## config.mk

```make
export PLATFORM = sky130hd
export DESIGN_NAME = sadma_channel
export DESIGN_NICKNAME = d
export VERILOG_FILES = /design/src/rtl/sadma_pkg.sv /design/src/rtl/sadma_ctrl_regs.sv /design/src/rtl/sadma_xfer_ctr.sv /design/src/rtl/sadma_seq.sv /design/src/rtl/sadma_channel.sv
export SDC_FILE = /design/constraint.sdc
export NUM_CORES = 1
export LEC_CHECK = 0
export CELL_PAD_IN_SITES_DETAIL_PLACEMENT = 1
export CELL_PAD_IN_SITES_GLOBAL_PLACEMENT = 2
export CORE_ASPECT_RATIO = 1.1
export CORE_MARGIN = 1
export CORE_UTILIZATION = 31
export DETAILED_ROUTE_END_ITERATION = 12
export PLACE_DENSITY_LB_ADDON = 0.05
export SLEW_MARGIN = 5
export SYNTH_ARGS = -nofsm -noshare
export SYNTH_HDL_FRONTEND = slang
export SYNTH_HIERARCHICAL = 1
export SYNTH_SLANG_ARGS = --single-unit
```

## constraint.sdc

```tcl
create_clock -name clk -period 2.7 [get_ports clk]
set_input_delay 0.54 -clock clk [delete_from_list [all_inputs] [get_ports clk]]
set_output_delay 0.54 -clock clk [all_outputs]
set_load 0.01 [all_outputs]
```

## src/rtl/sadma_pkg.sv

```systemverilog
package sadma_pkg;
   typedef enum logic [1:0] {
      PH_IDLE  = 2'd0,
      PH_DRIVE = 2'd1,
      PH_HOLD  = 2'd2
   } bus_phase_e;

   localparam logic [1:0] SEL_ADDR  = 2'd0;
   localparam logic [1:0] SEL_COUNT = 2'd1;
   localparam logic [1:0] SEL_CTRL  = 2'd2;
   localparam logic [1:0] SEL_CLEAR = 2'd3;

   localparam int CB_DIR   = 0;
   localparam int CB_WORD  = 1;
   localparam int CB_SAE   = 2;
   localparam int CB_SHORT = 3;
   localparam int CB_COUNT = 4;
endpackage

```

## src/rtl/sadma_ctrl_regs.sv

```systemverilog
module sadma_ctrl_regs
   import sadma_pkg::*;
#(
   parameter int CFG_W = 24
) (
   input  logic             clk,
   input  logic             rst_n,
   input  logic             cfg_wr,
   input  logic [1:0]       cfg_sel,
   input  logic [CFG_W-1:0] cfg_wdata,
   input  logic             busy,
   input  logic             finish,
   output logic             dir,
   output logic             word,
   output logic             mode_ok,
   output logic             done
);
   logic [CB_COUNT-1:0] ctrl_q;
   logic                ctrl_we;
   logic                clr_we;

   assign ctrl_we = cfg_wr && (cfg_sel == SEL_CTRL) && !busy;
   assign clr_we  = cfg_wr && (cfg_sel == SEL_CLEAR);

   always_ff @(posedge clk or negedge rst_n) begin
      if (!rst_n) begin
         ctrl_q <= '0;
      end else if (ctrl_we) begin
         ctrl_q <= cfg_wdata[CB_COUNT-1:0];
      end
   end

   always_ff @(posedge clk or negedge rst_n) begin
      if (!rst_n) begin
         done <= 1'b0;
      end else if (finish) begin
         done <= 1'b1;
      end else if (clr_we) begin
         done <= 1'b0;
      end
   end

   assign dir     = ctrl_q[CB_DIR];
   assign word    = ctrl_q[CB_WORD];
   assign mode_ok = ctrl_q[CB_SAE] && ctrl_q[CB_SHORT];

   // completion flag is sticky until an explicit clear
   p_done_sticky_r6: assert property (@(posedge clk) disable iff (!rst_n)
      (done && !clr_we) |=> done);

   // control word frozen while the channel runs
   p_ctrl_frozen_r10: assert property (@(posedge clk) disable iff (!rst_n)
      (busy && $past(busy)) |-> $stable(ctrl_q));
endmodule

```

## src/rtl/sadma_xfer_ctr.sv

```systemverilog
module sadma_xfer_ctr #(
   parameter int ADDR_W  = 24,
   parameter int CNT_W   = 16,
   parameter int CFG_W   = 24,
   parameter bit WORD_EN = 1'b1
) (
   input  logic              clk,
   input  logic              rst_n,
   input  logic              load_addr,
   input  logic              load_cnt,
   input  logic [CFG_W-1:0]  wdata,
   input  logic              step,
   input  logic              word,
   output logic [ADDR_W-1:0] addr,
   output logic              cnt_zero,
   output logic              cnt_last
);
   localparam logic [CNT_W-1:0] CNT_ONE = CNT_W'(1);

   logic [CNT_W-1:0]  cnt_q;
   logic [ADDR_W-1:0] incr;

   generate
      if (WORD_EN) begin : g_sized
         assign incr = word ? ADDR_W'(2) : ADDR_W'(1);
      end else begin : g_byte_only
         assign incr = ADDR_W'(1);
      end
   endgenerate

   always_ff @(posedge clk or negedge rst_n) begin
      if (!rst_n) begin
         addr <= '0;
      end else if (load_addr) begin
         addr <= wdata[ADDR_W-1:0];
      end else if (step) begin
         addr <= addr + incr;
      end
   end

   always_ff @(posedge clk or negedge rst_n) begin
      if (!rst_n) begin
         cnt_q <= '0;
      end else if (load_cnt) begin
         cnt_q <= wdata[CNT_W-1:0];
      end else if (step) begin
         cnt_q <= cnt_q - CNT_ONE;
      end
   end

   assign cnt_zero = (cnt_q == '0);
   assign cnt_last = (cnt_q == CNT_ONE);

   // address advances by the transfer size once per transfer
   p_addr_step_r4: assert property (@(posedge clk) disable iff (!rst_n)
      (step && !load_addr) |=> addr == ADDR_W'($past(addr) + (($past(word) && WORD_EN) ? 2 : 1)));

   // count never decremented from zero
   p_no_underflow_r5: assert property (@(posedge clk) disable iff (!rst_n)
      step |-> !cnt_zero);
endmodule

```

## src/rtl/sadma_seq.sv

```systemverilog
module sadma_seq
   import sadma_pkg::*;
(
   input  logic clk,
   input  logic rst_n,
   input  logic start,
   input  logic mode_ok,
   input  logic cnt_zero,
   input  logic cnt_last,
   input  logic dir,
   output logic busy,
   output logic step,
   output logic finish,
   output logic dev_ack,
   output logic mem_rd,
   output logic mem_wr
);
   bus_phase_e phase_q, phase_d;
   logic       launch;

   assign launch = (phase_q == PH_IDLE) && start && mode_ok;

   always_comb begin
      phase_d = phase_q;
      step    = 1'b0;
      finish  = 1'b0;
      unique case (phase_q)
         PH_IDLE: begin
            if (launch) begin
               if (cnt_zero) finish = 1'b1;
               else          phase_d = PH_DRIVE;
            end
         end
         PH_DRIVE: phase_d = PH_HOLD;
         PH_HOLD: begin
            step = 1'b1;
            if (cnt_last) begin
               finish  = 1'b1;
               phase_d = PH_IDLE;
            end else begin
               phase_d = PH_DRIVE;
            end
         end
         default: phase_d = PH_IDLE;
      endcase
   end

   always_ff @(posedge clk or negedge rst_n) begin
      if (!rst_n) phase_q <= PH_IDLE;
      else        phase_q <= phase_d;
   end

   assign busy    = (phase_q != PH_IDLE);
   assign dev_ack = (phase_q == PH_DRIVE);
   assign mem_rd  = dev_ack && !dir;
   assign mem_wr  = dev_ack && dir;

   // every strobe cycle is followed by a quiet hold cycle
   p_strobe_then_hold_r2: assert property (@(posedge clk) disable iff (!rst_n)
      dev_ack |=> (!dev_ack && !mem_rd && !mem_wr && busy));

   // a start while busy cannot restart or end the sequence early
   p_start_ignored_r9: assert property (@(posedge clk) disable iff (!rst_n)
      (busy && !cnt_last) |=> busy);
endmodule

```

## src/rtl/sadma_channel.sv

```systemverilog
module sadma_channel
   import sadma_pkg::*;
#(
   parameter int ADDR_W  = 24,
   parameter int CNT_W   = 16,
   parameter int CFG_W   = 24,
   parameter bit WORD_EN = 1'b1
) (
   input  logic              clk,
   input  logic              rst_n,
   input  logic              cfg_wr,
   input  logic [1:0]        cfg_sel,
   input  logic [CFG_W-1:0]  cfg_wdata,
   input  logic              start,
   output logic [ADDR_W-1:0] mem_addr,
   output logic              mem_rd,
   output logic              mem_wr,
   output logic              dev_ack,
   output logic              active,
   output logic              done
);
   generate
      if (ADDR_W < 2 || CNT_W < 1) begin : g_bad_width
         $error("sadma_channel: address or count width too small");
      end
      if (CFG_W < ADDR_W || CFG_W < CNT_W || CFG_W < CB_COUNT) begin : g_bad_cfg
         $error("sadma_channel: write data narrower than a register");
      end
   endgenerate

   logic busy, step, finish;
   logic dir, word, mode_ok;
   logic cnt_zero, cnt_last;
   logic load_addr, load_cnt;

   assign load_addr = cfg_wr && (cfg_sel == SEL_ADDR)  && !busy;
   assign load_cnt  = cfg_wr && (cfg_sel == SEL_COUNT) && !busy;

   sadma_ctrl_regs #(.CFG_W(CFG_W)) u_regs (
      .clk      (clk),
      .rst_n    (rst_n),
      .cfg_wr   (cfg_wr),
      .cfg_sel  (cfg_sel),
      .cfg_wdata(cfg_wdata),
      .busy     (busy),
      .finish   (finish),
      .dir      (dir),
      .word     (word),
      .mode_ok  (mode_ok),
      .done     (done)
   );

   sadma_xfer_ctr #(
      .ADDR_W (ADDR_W),
      .CNT_W  (CNT_W),
      .CFG_W  (CFG_W),
      .WORD_EN(WORD_EN)
   ) u_ctr (
      .clk      (clk),
      .rst_n    (rst_n),
      .load_addr(load_addr),
      .load_cnt (load_cnt),
      .wdata    (cfg_wdata),
      .step     (step),
      .word     (word),
      .addr     (mem_addr),
      .cnt_zero (cnt_zero),
      .cnt_last (cnt_last)
   );

   sadma_seq u_seq (
      .clk     (clk),
      .rst_n   (rst_n),
      .start   (start),
      .mode_ok (mode_ok),
      .cnt_zero(cnt_zero),
      .cnt_last(cnt_last),
      .dir     (dir),
      .busy    (busy),
      .step    (step),
      .finish  (finish),
      .dev_ack (dev_ack),
      .mem_rd  (mem_rd),
      .mem_wr  (mem_wr)
   );

   assign active = busy;

   // memory enable sense opposite to the device strobe, set by direction
   p_strobe_sense_r3: assert property (@(posedge clk) disable iff (!rst_n)
      dev_ack |-> (mem_rd == !dir) && (mem_wr == dir));

   // no bus activity unless both mode bits are set
   p_mode_gate_r8: assert property (@(posedge clk) disable iff (!rst_n)
      dev_ack |-> mode_ok);

   // zero-count start completes on the next edge without activity
   p_zero_done_r7: assert property (@(posedge clk) disable iff (!rst_n)
      (start && !busy && mode_ok && cnt_zero) |=> (done && !active && !dev_ack));

   // address frozen during the strobe/hold pair
   p_addr_hold_r10: assert property (@(posedge clk) disable iff (!rst_n)
      dev_ack |=> $stable(mem_addr));
endmodule

```

* Word level (Yosys, flattened, before mapping)
Index checks and enable logic that the tools add are counted.
** Operators by class
- $add $sub $neg :: 2
- $mul :: 0
- Div/mod/pow operators :: 0
- $lt $le $gt $ge :: 0
- Equality and inequality tests :: 8
- Shift operators :: 0
- Multiplexer cells :: 16
- Bitwise gates (word level) :: 0
- Reduce and logical (&&, ||, !) cells :: 22
** Operators with widths (number)
- 2-to-1 mux 24 bit :: 2
- 2-to-1 mux 16 bit :: 2
- adder 24 bit :: 1
- equality test 16 x 1 -> 1 bit (second input constant) :: 1
- logical NOT 16 bit :: 1
- subtractor 16 x 1 -> 16 bit (second input constant) :: 1
- logical AND 1 bit :: 12
- nonzero test 2 bit :: 4
- 2-to-1 mux 1 bit :: 7
- equality test 2 bit (second input constant) :: 3
- 2-to-1 mux 2 bit :: 3
- case mux 2 bit (3 select lines) :: 1
- equality test 2 x 1 -> 1 bit (second input constant) :: 2
- logical NOT 2 bit :: 2
- logical NOT 1 bit :: 2
- inequality test 2 x 1 -> 1 bit (second input constant) :: 1
- inequality test 2 bit (second input constant) :: 1
- case mux 1 bit (2 select lines) :: 1
- AND reduction 2 bit :: 1
** Storage, ports and cells
- Register bits :: 47
- Bits in latches :: 0
- Memory bits (writable) :: 0
- ROM bits :: 0
- Input bits :: 30
- Output and inout bits :: 29
- Logic and storage cells :: 53
- Memories :: 0

* Depth between registers and ports, before layout
- Word-level depth :: 6
- Depth in mapped cells :: 8
- Mapped depth without buffers :: 8

* Hierarchy
The synthesis kept the hierarchy.
** By module, submodules not included
- sadma_xfer_ctr :: times used 1, cells an instance 263, area each 2323.5 µm², seq. area each 1001.0 µm²
- sadma_ctrl_regs :: times used 1, cells an instance 13, area each 205.2 µm², seq. area each 125.1 µm²
- sadma_seq :: times used 1, cells an instance 14, area each 133.9 µm², seq. area each 50.0 µm²
- sadma_channel :: times used 1, cells an instance 2, area each 27.5 µm², seq. area each 0.0 µm²

* Worst setup path after synthesis
OpenSTA, ideal clock, no wires.
- Path type :: register to register
- Start :: register u_seq.phase_q[0]
- End :: register u_ctr.cnt_q[15]
- Arrival time :: 2.114 ns
- Required time :: 2.618 ns
- Setup slack :: 0.505 ns
- Cell stages (with the launch flop) :: 6
- Path buffers :: 0
- Clock period less this slack :: 2.195 ns
- Cells stage by stage :: dfrtp_1 -> and2b_2 -> or3b_2 -> or4_4 -> or4_1 -> a31oi_1
** On the way
- Elaborated cells between the ends (all ways) :: 7
** RTL lines
- start: declaration :: RTL line sadma_seq.sv:18 : bus_phase_e phase_q, phase_d;
- start signal: assignment :: RTL line sadma_seq.sv:50 : else phase_q <= phase_d;
- equality test 2 bit :: RTL line sadma_seq.sv:27 : unique case (phase_q)
- 2-to-1 mux 1 bit :: RTL line sadma_seq.sv:27
- net step :: RTL line sadma_channel.sv:31 : logic busy, step, finish;
- nonzero test 2 bit (no line)
- end signal: assignment :: RTL line sadma_xfer_ctr.sv:45 : cnt_q <= wdata[CNT_W-1:0];
- end signal: assignment :: RTL line sadma_xfer_ctr.sv:47 : cnt_q <= cnt_q - CNT_ONE;
- end: declaration :: RTL line sadma_xfer_ctr.sv:20 : logic [CNT_W-1:0] cnt_q;
The timed path passes the listed nets, and every way through them passes these cells.
A chain may end at the register's enable or synchronous reset.

* Worst setup path after layout
- Start :: register u_regs.ctrl_q[1]
- End :: register u_ctr.addr[20]
** On the way
- Word-level cells in the longest chain between the ends :: 4
** Ends and longest elaborated chain
- start: declaration :: RTL line sadma_ctrl_regs.sv:18 : logic [CB_COUNT-1:0] ctrl_q;
- start signal: assignment :: RTL line sadma_ctrl_regs.sv:29 : ctrl_q <= cfg_wdata[CB_COUNT-1:0];
- 2-to-1 mux 2 bit :: RTL line sadma_xfer_ctr.sv:25 : assign incr = word ? ADDR_W'(2) : ADDR_W'(1);
- adder 24 bit :: RTL line sadma_xfer_ctr.sv:37 : addr <= addr + incr;
- 2-to-1 mux 24 bit :: RTL line sadma_xfer_ctr.sv:36 : end else if (step) begin
- 2-to-1 mux 24 bit :: RTL line sadma_xfer_ctr.sv:34 : end else if (load_addr) begin
- end signal: assignment :: RTL line sadma_xfer_ctr.sv:35 : addr <= wdata[ADDR_W-1:0];
- end signal: assignment :: RTL line sadma_xfer_ctr.sv:37
- end: declaration :: RTL line sadma_xfer_ctr.sv:14 : output logic [ADDR_W-1:0] addr,
Every way passes these cells. The select of a mux whose other input is x is not followed.

==> results.txt <==
The flow ran to the end, and the final reports show no timing, DRC or antenna violations. The cell sitting at the root of the clock tree is a sky130_fd_sc_hd__clkbuf_8. The average routed wire per standard cell came out at roughly 17 µm. The first global-routing pass estimated 12800 µm of wire. At the pin with the least slew margin, the transition time is 0.452 ns. The synthesized cell area came out at 0.00269 mm². The area used by sequential logic in the layout is about 0.0012 mm². The worst path needs roughly 2.5 ns of the cycle, external delays included. Counting tap cells, the placed design contains a total of ~460 instances. The leakage power figure came out at 1.27 nW. By area, the combinational part of the netlist is dominated by simple AND/OR/NAND/NOR gates. The number of max-slew violations in the final report came out at 0. The final global-route overflow total came out at 0. The number of antenna violations at the first check in global routing came out at 0. Leaving out filler cells and counting taps, the final layout contains roughly 460.

Timing would allow up to around 410 MHz. The filler cells instantiated in the layout total about 1000. Setup repair after global routing left no endpoint under its margin. For the worst setup path, the data required time is 2.92 ns. The post-cts hold buffer count came out at 0.

The average size of a mapped cell is about 9.2 µm². The share of cells above drive strength 1 came out at 0.0793. The buffer count from post-CTS setup fixing is 0. The placer's final routability congestion estimate is ~0.74. Across every metal layer, demand over resource in global routing totals 0.179. The count of routing violations after the opening detailed-route iteration is 46.

The count of nets left with antenna violations once routing finished came out at 0. The xor-xnor portion of the synthesized cell area is 0.0684. The area occupied by multi-input gates is approximately 0.0014 mm². The worst-case clock buffer depth is 2. The type of element launching the critical path is a flip-flop. The floorplan die width came out at approximately 90 µm.

The distinct cell type count after synthesis came out at 47. Of the post-synthesis cell area, the dominant cell type holds 0.437. The count of final hold-check violations came out at 0. For this run, the detailed router's first-pass iteration total came to 4. The clock slew at the register clock pins of the worst setup and hold paths is 0.10 ns. TritonCTS built the clock tree.

Relative to the synthesized area, the layout overhead comes to 30.6%. Dividing the detail-routed via count by the number of cells gives approximately 5.2. The tightest slew margin relative to the limit came out at 0.698. The number of rows in the core area is 35. The total negative slack is 0 ns.

The number of gates given a new drive strength after cts came out at 0. For this configuration, the core starts out at a cell density of 0.320. The number of inserted diodes came out at 0. The worst path arrival time is between 2 and 3 ns. The final critical-path share of the clock period is 0.908. The proportion of synthesized flip-flops having asynchronous set or reset came out at 1.00. The maximum number of pins on one net before global-route repair is 48. The number of input and output port buffers inserted came out at 58. The number of nets produced by synthesis is ~330. Max-cap violations in this run came to 0. The share of synthesized cell area in and, or, nand and nor gates came out at 0.285.

After synthesis, the cell types taking the most area are sky130_fd_sc_hd__dfrtp_1, sky130_fd_sc_hd__o21ai_0, sky130_fd_sc_hd__nand2_1. The number of instances in the synthesized netlist came out at 292. The post-route clock skew came out at ~0.008 ns. The core region is approximately 0.0084 mm². The final routed wirelength across all metal layers came out at approximately 8000 µm.

The deepest level of the CTS H-tree came out at 2. sky130_fd_sc_hd__dfrtp_1 takes more of the synthesized area than any other cell. The maximum resistive drop on vdd came out at around 260 µV. Yosys printed 6 warnings.

The via count of the first global-routing pass came out at between 2000 and 3000. The multiplexer area fraction after synthesis came out at 0.0247. STA classifies the critical path endpoint as a flip-flop. The vertical extent of the die came out at around 100 µm.

The DRC violations left is 0. The die covers about 0.0091 mm². The number of buffers added by the clock tree synthesis step came out at 5. The net count reported at finish is around 390.

In the synthesized netlist the dominant register cell turns out to be sky130_fd_sc_hd__dfrtp_1. The power density relative to cell area came out at between 600 and 700 mW/mm². The number of vias after detailed routing is around 2400. Of the synthesized area, sequential elements account for 0.437.

The min-delay analysis places its worst path in the category in -> async. The total setup violations reported at the end of the flow is 0. The path type of the worst setup path is reg -> reg. In this run, synthesis inferred 0 flip-flops with an integrated enable. The fraction of the mapped netlist area in adder cells came out at 0.0260. The area fraction in compound gates after synthesis is 0.131. The peak fanout along the critical path came out at 6. The register bit total from synthesis is between 40 and 50. The hold slack came out at 0.216 ns. The detailed placement HPWL came out at a little under 6000 µm. The number of placed I/O pins came out at around 60. The number of clock sinks came out at 47. The clock latency of the later-clocked register in the worst-skew pair came out at around 0.30 ns.
worst paths after layout:
path                                               from                          end  slack, ns  cells past startpoint
max in group asynchronous                         rst_n   u_ctr/addr[18]$_DFFE_PN0P_       2.25                      2
min in group clk                u_regs/done$_DFFE_PN0P_      u_regs/done$_DFFE_PN0P_       0.50                      1
min reg2reg                     u_regs/done$_DFFE_PN0P_      u_regs/done$_DFFE_PN0P_       0.50                      1
max reg2reg                u_regs/ctrl_q[1]$_DFFE_PN0P_   u_ctr/addr[20]$_DFFE_PN0P_       0.25                      8
min                                               rst_n  u_ctr/cnt_q[15]$_DFFE_PN0P_       0.22                      2
max                        u_regs/ctrl_q[1]$_DFFE_PN0P_   u_ctr/addr[20]$_DFFE_PN0P_       0.25                      8
final cells by class:
type                            count  area share
Tap cell                          111      0.0395
Clock inverter                      1     0.00142
Inverter                            8     0.00855
Clock buffer                        7      0.0217
Multi-Input combinational cell    225       0.412
Timing Repair Buffer               65       0.182
Sequential cell                    47       0.335
sequential cells by signal, summed over array words and instances, names as in the netlist:
signal         count
u_regs/done        1
u_ctr/cnt_q       16
u_seq/phase_q      2
u_ctr/addr        24
u_regs/ctrl_q      4
where the power goes:
part           switching [mW]  leakage, nW  internal, mW
combinational           0.403        0.705         0.458
sequential              0.217        0.521         0.872
clock                   0.247       0.0422         0.183
through the flow:
| stage | setup slack, ns | total power [mW] | cell area, µm² | util |
|---|---|---|---|---|
| CTS | 0.240 | 2.42 | 3510 | 0.418 |
| global placement | 0.351 | 1.94 | 3430 | 0.408 |
| global route | 0.0784 | 2.56 | 3510 | 0.418 |
| finish | 0.247 | 2.38 | 3510 | 0.418 |
| floorplan | 0.505 | 1.51 | 2690 | - |
| detailed placement | 0.264 | 1.97 | 3430 | 0.408 |
cells in the mapped netlist, types with 7 or more instances:
cell and n:
sky130_fd_sc_hd__nor3_1 7, sky130_fd_sc_hd__dfrtp_1 47, sky130_fd_sc_hd__o21ai_0 31, sky130_fd_sc_hd__or4_1 8
sky130_fd_sc_hd__a31oi_1 11, sky130_fd_sc_hd__inv_1 7, sky130_fd_sc_hd__or3_1 9, sky130_fd_sc_hd__nand2_1 34
sky130_fd_sc_hd__xor2_1 12, sky130_fd_sc_hd__nand3_1 14, sky130_fd_sc_hd__clkbuf_1 11, sky130_fd_sc_hd__nand4_1 8
sky130_fd_sc_hd__xnor2_1 9, sky130_fd_sc_hd__nor2_1 14
cell usage in the layout (no fill, tap or decap), types with 8 or more instances in the layout:
cell type and n:
sky130_fd_sc_hd__or4_1 8, sky130_fd_sc_hd__or3_1 9, sky130_fd_sc_hd__nand2_1 34, sky130_fd_sc_hd__dfrtp_1 47, sky130_fd_sc_hd__nor2_1 14, sky130_fd_sc_hd__xor2_1 12
sky130_fd_sc_hd__o21ai_0 31, sky130_fd_sc_hd__nand4_1 8, sky130_fd_sc_hd__a31oi_1 11, sky130_fd_sc_hd__clkdlybuf4s50_1 57, sky130_fd_sc_hd__xnor2_1 9, sky130_fd_sc_hd__nand3_1 14
logic make-up after synthesis:
group,after synthesis
buffers and inverters,20
xor gates and xnor gates,21
DFF,47
adders and majority gates,5
and+or+nand+nor,134
muxes,6
AOI/OAI and AO/OA,59
routing by layer:
layer,routed length [µm],up-vias,GRT usage
li1,-,1174,-
met1,3480,1211,0.215
met2,4040,38,0.336
met3,244,2,0.0252
met4,38,0,0.0403
met5,0,-,0
critical path, stage by stage, from the launching register on:
cell	delay [ns]
sky130_fd_sc_hd__dfrtp_1	0.40
sky130_fd_sc_hd__inv_1	0.11
sky130_fd_sc_hd__ha_1	0.18
sky130_fd_sc_hd__inv_1	0.05
sky130_fd_sc_hd__fa_1	0.40
sky130_fd_sc_hd__and4b_1	0.39
sky130_fd_sc_hd__nand2_1	0.17
sky130_fd_sc_hd__or4_1	0.50
sky130_fd_sc_hd__a31oi_1	0.17
No activity file was read; power rests on OpenSTA's default activity.
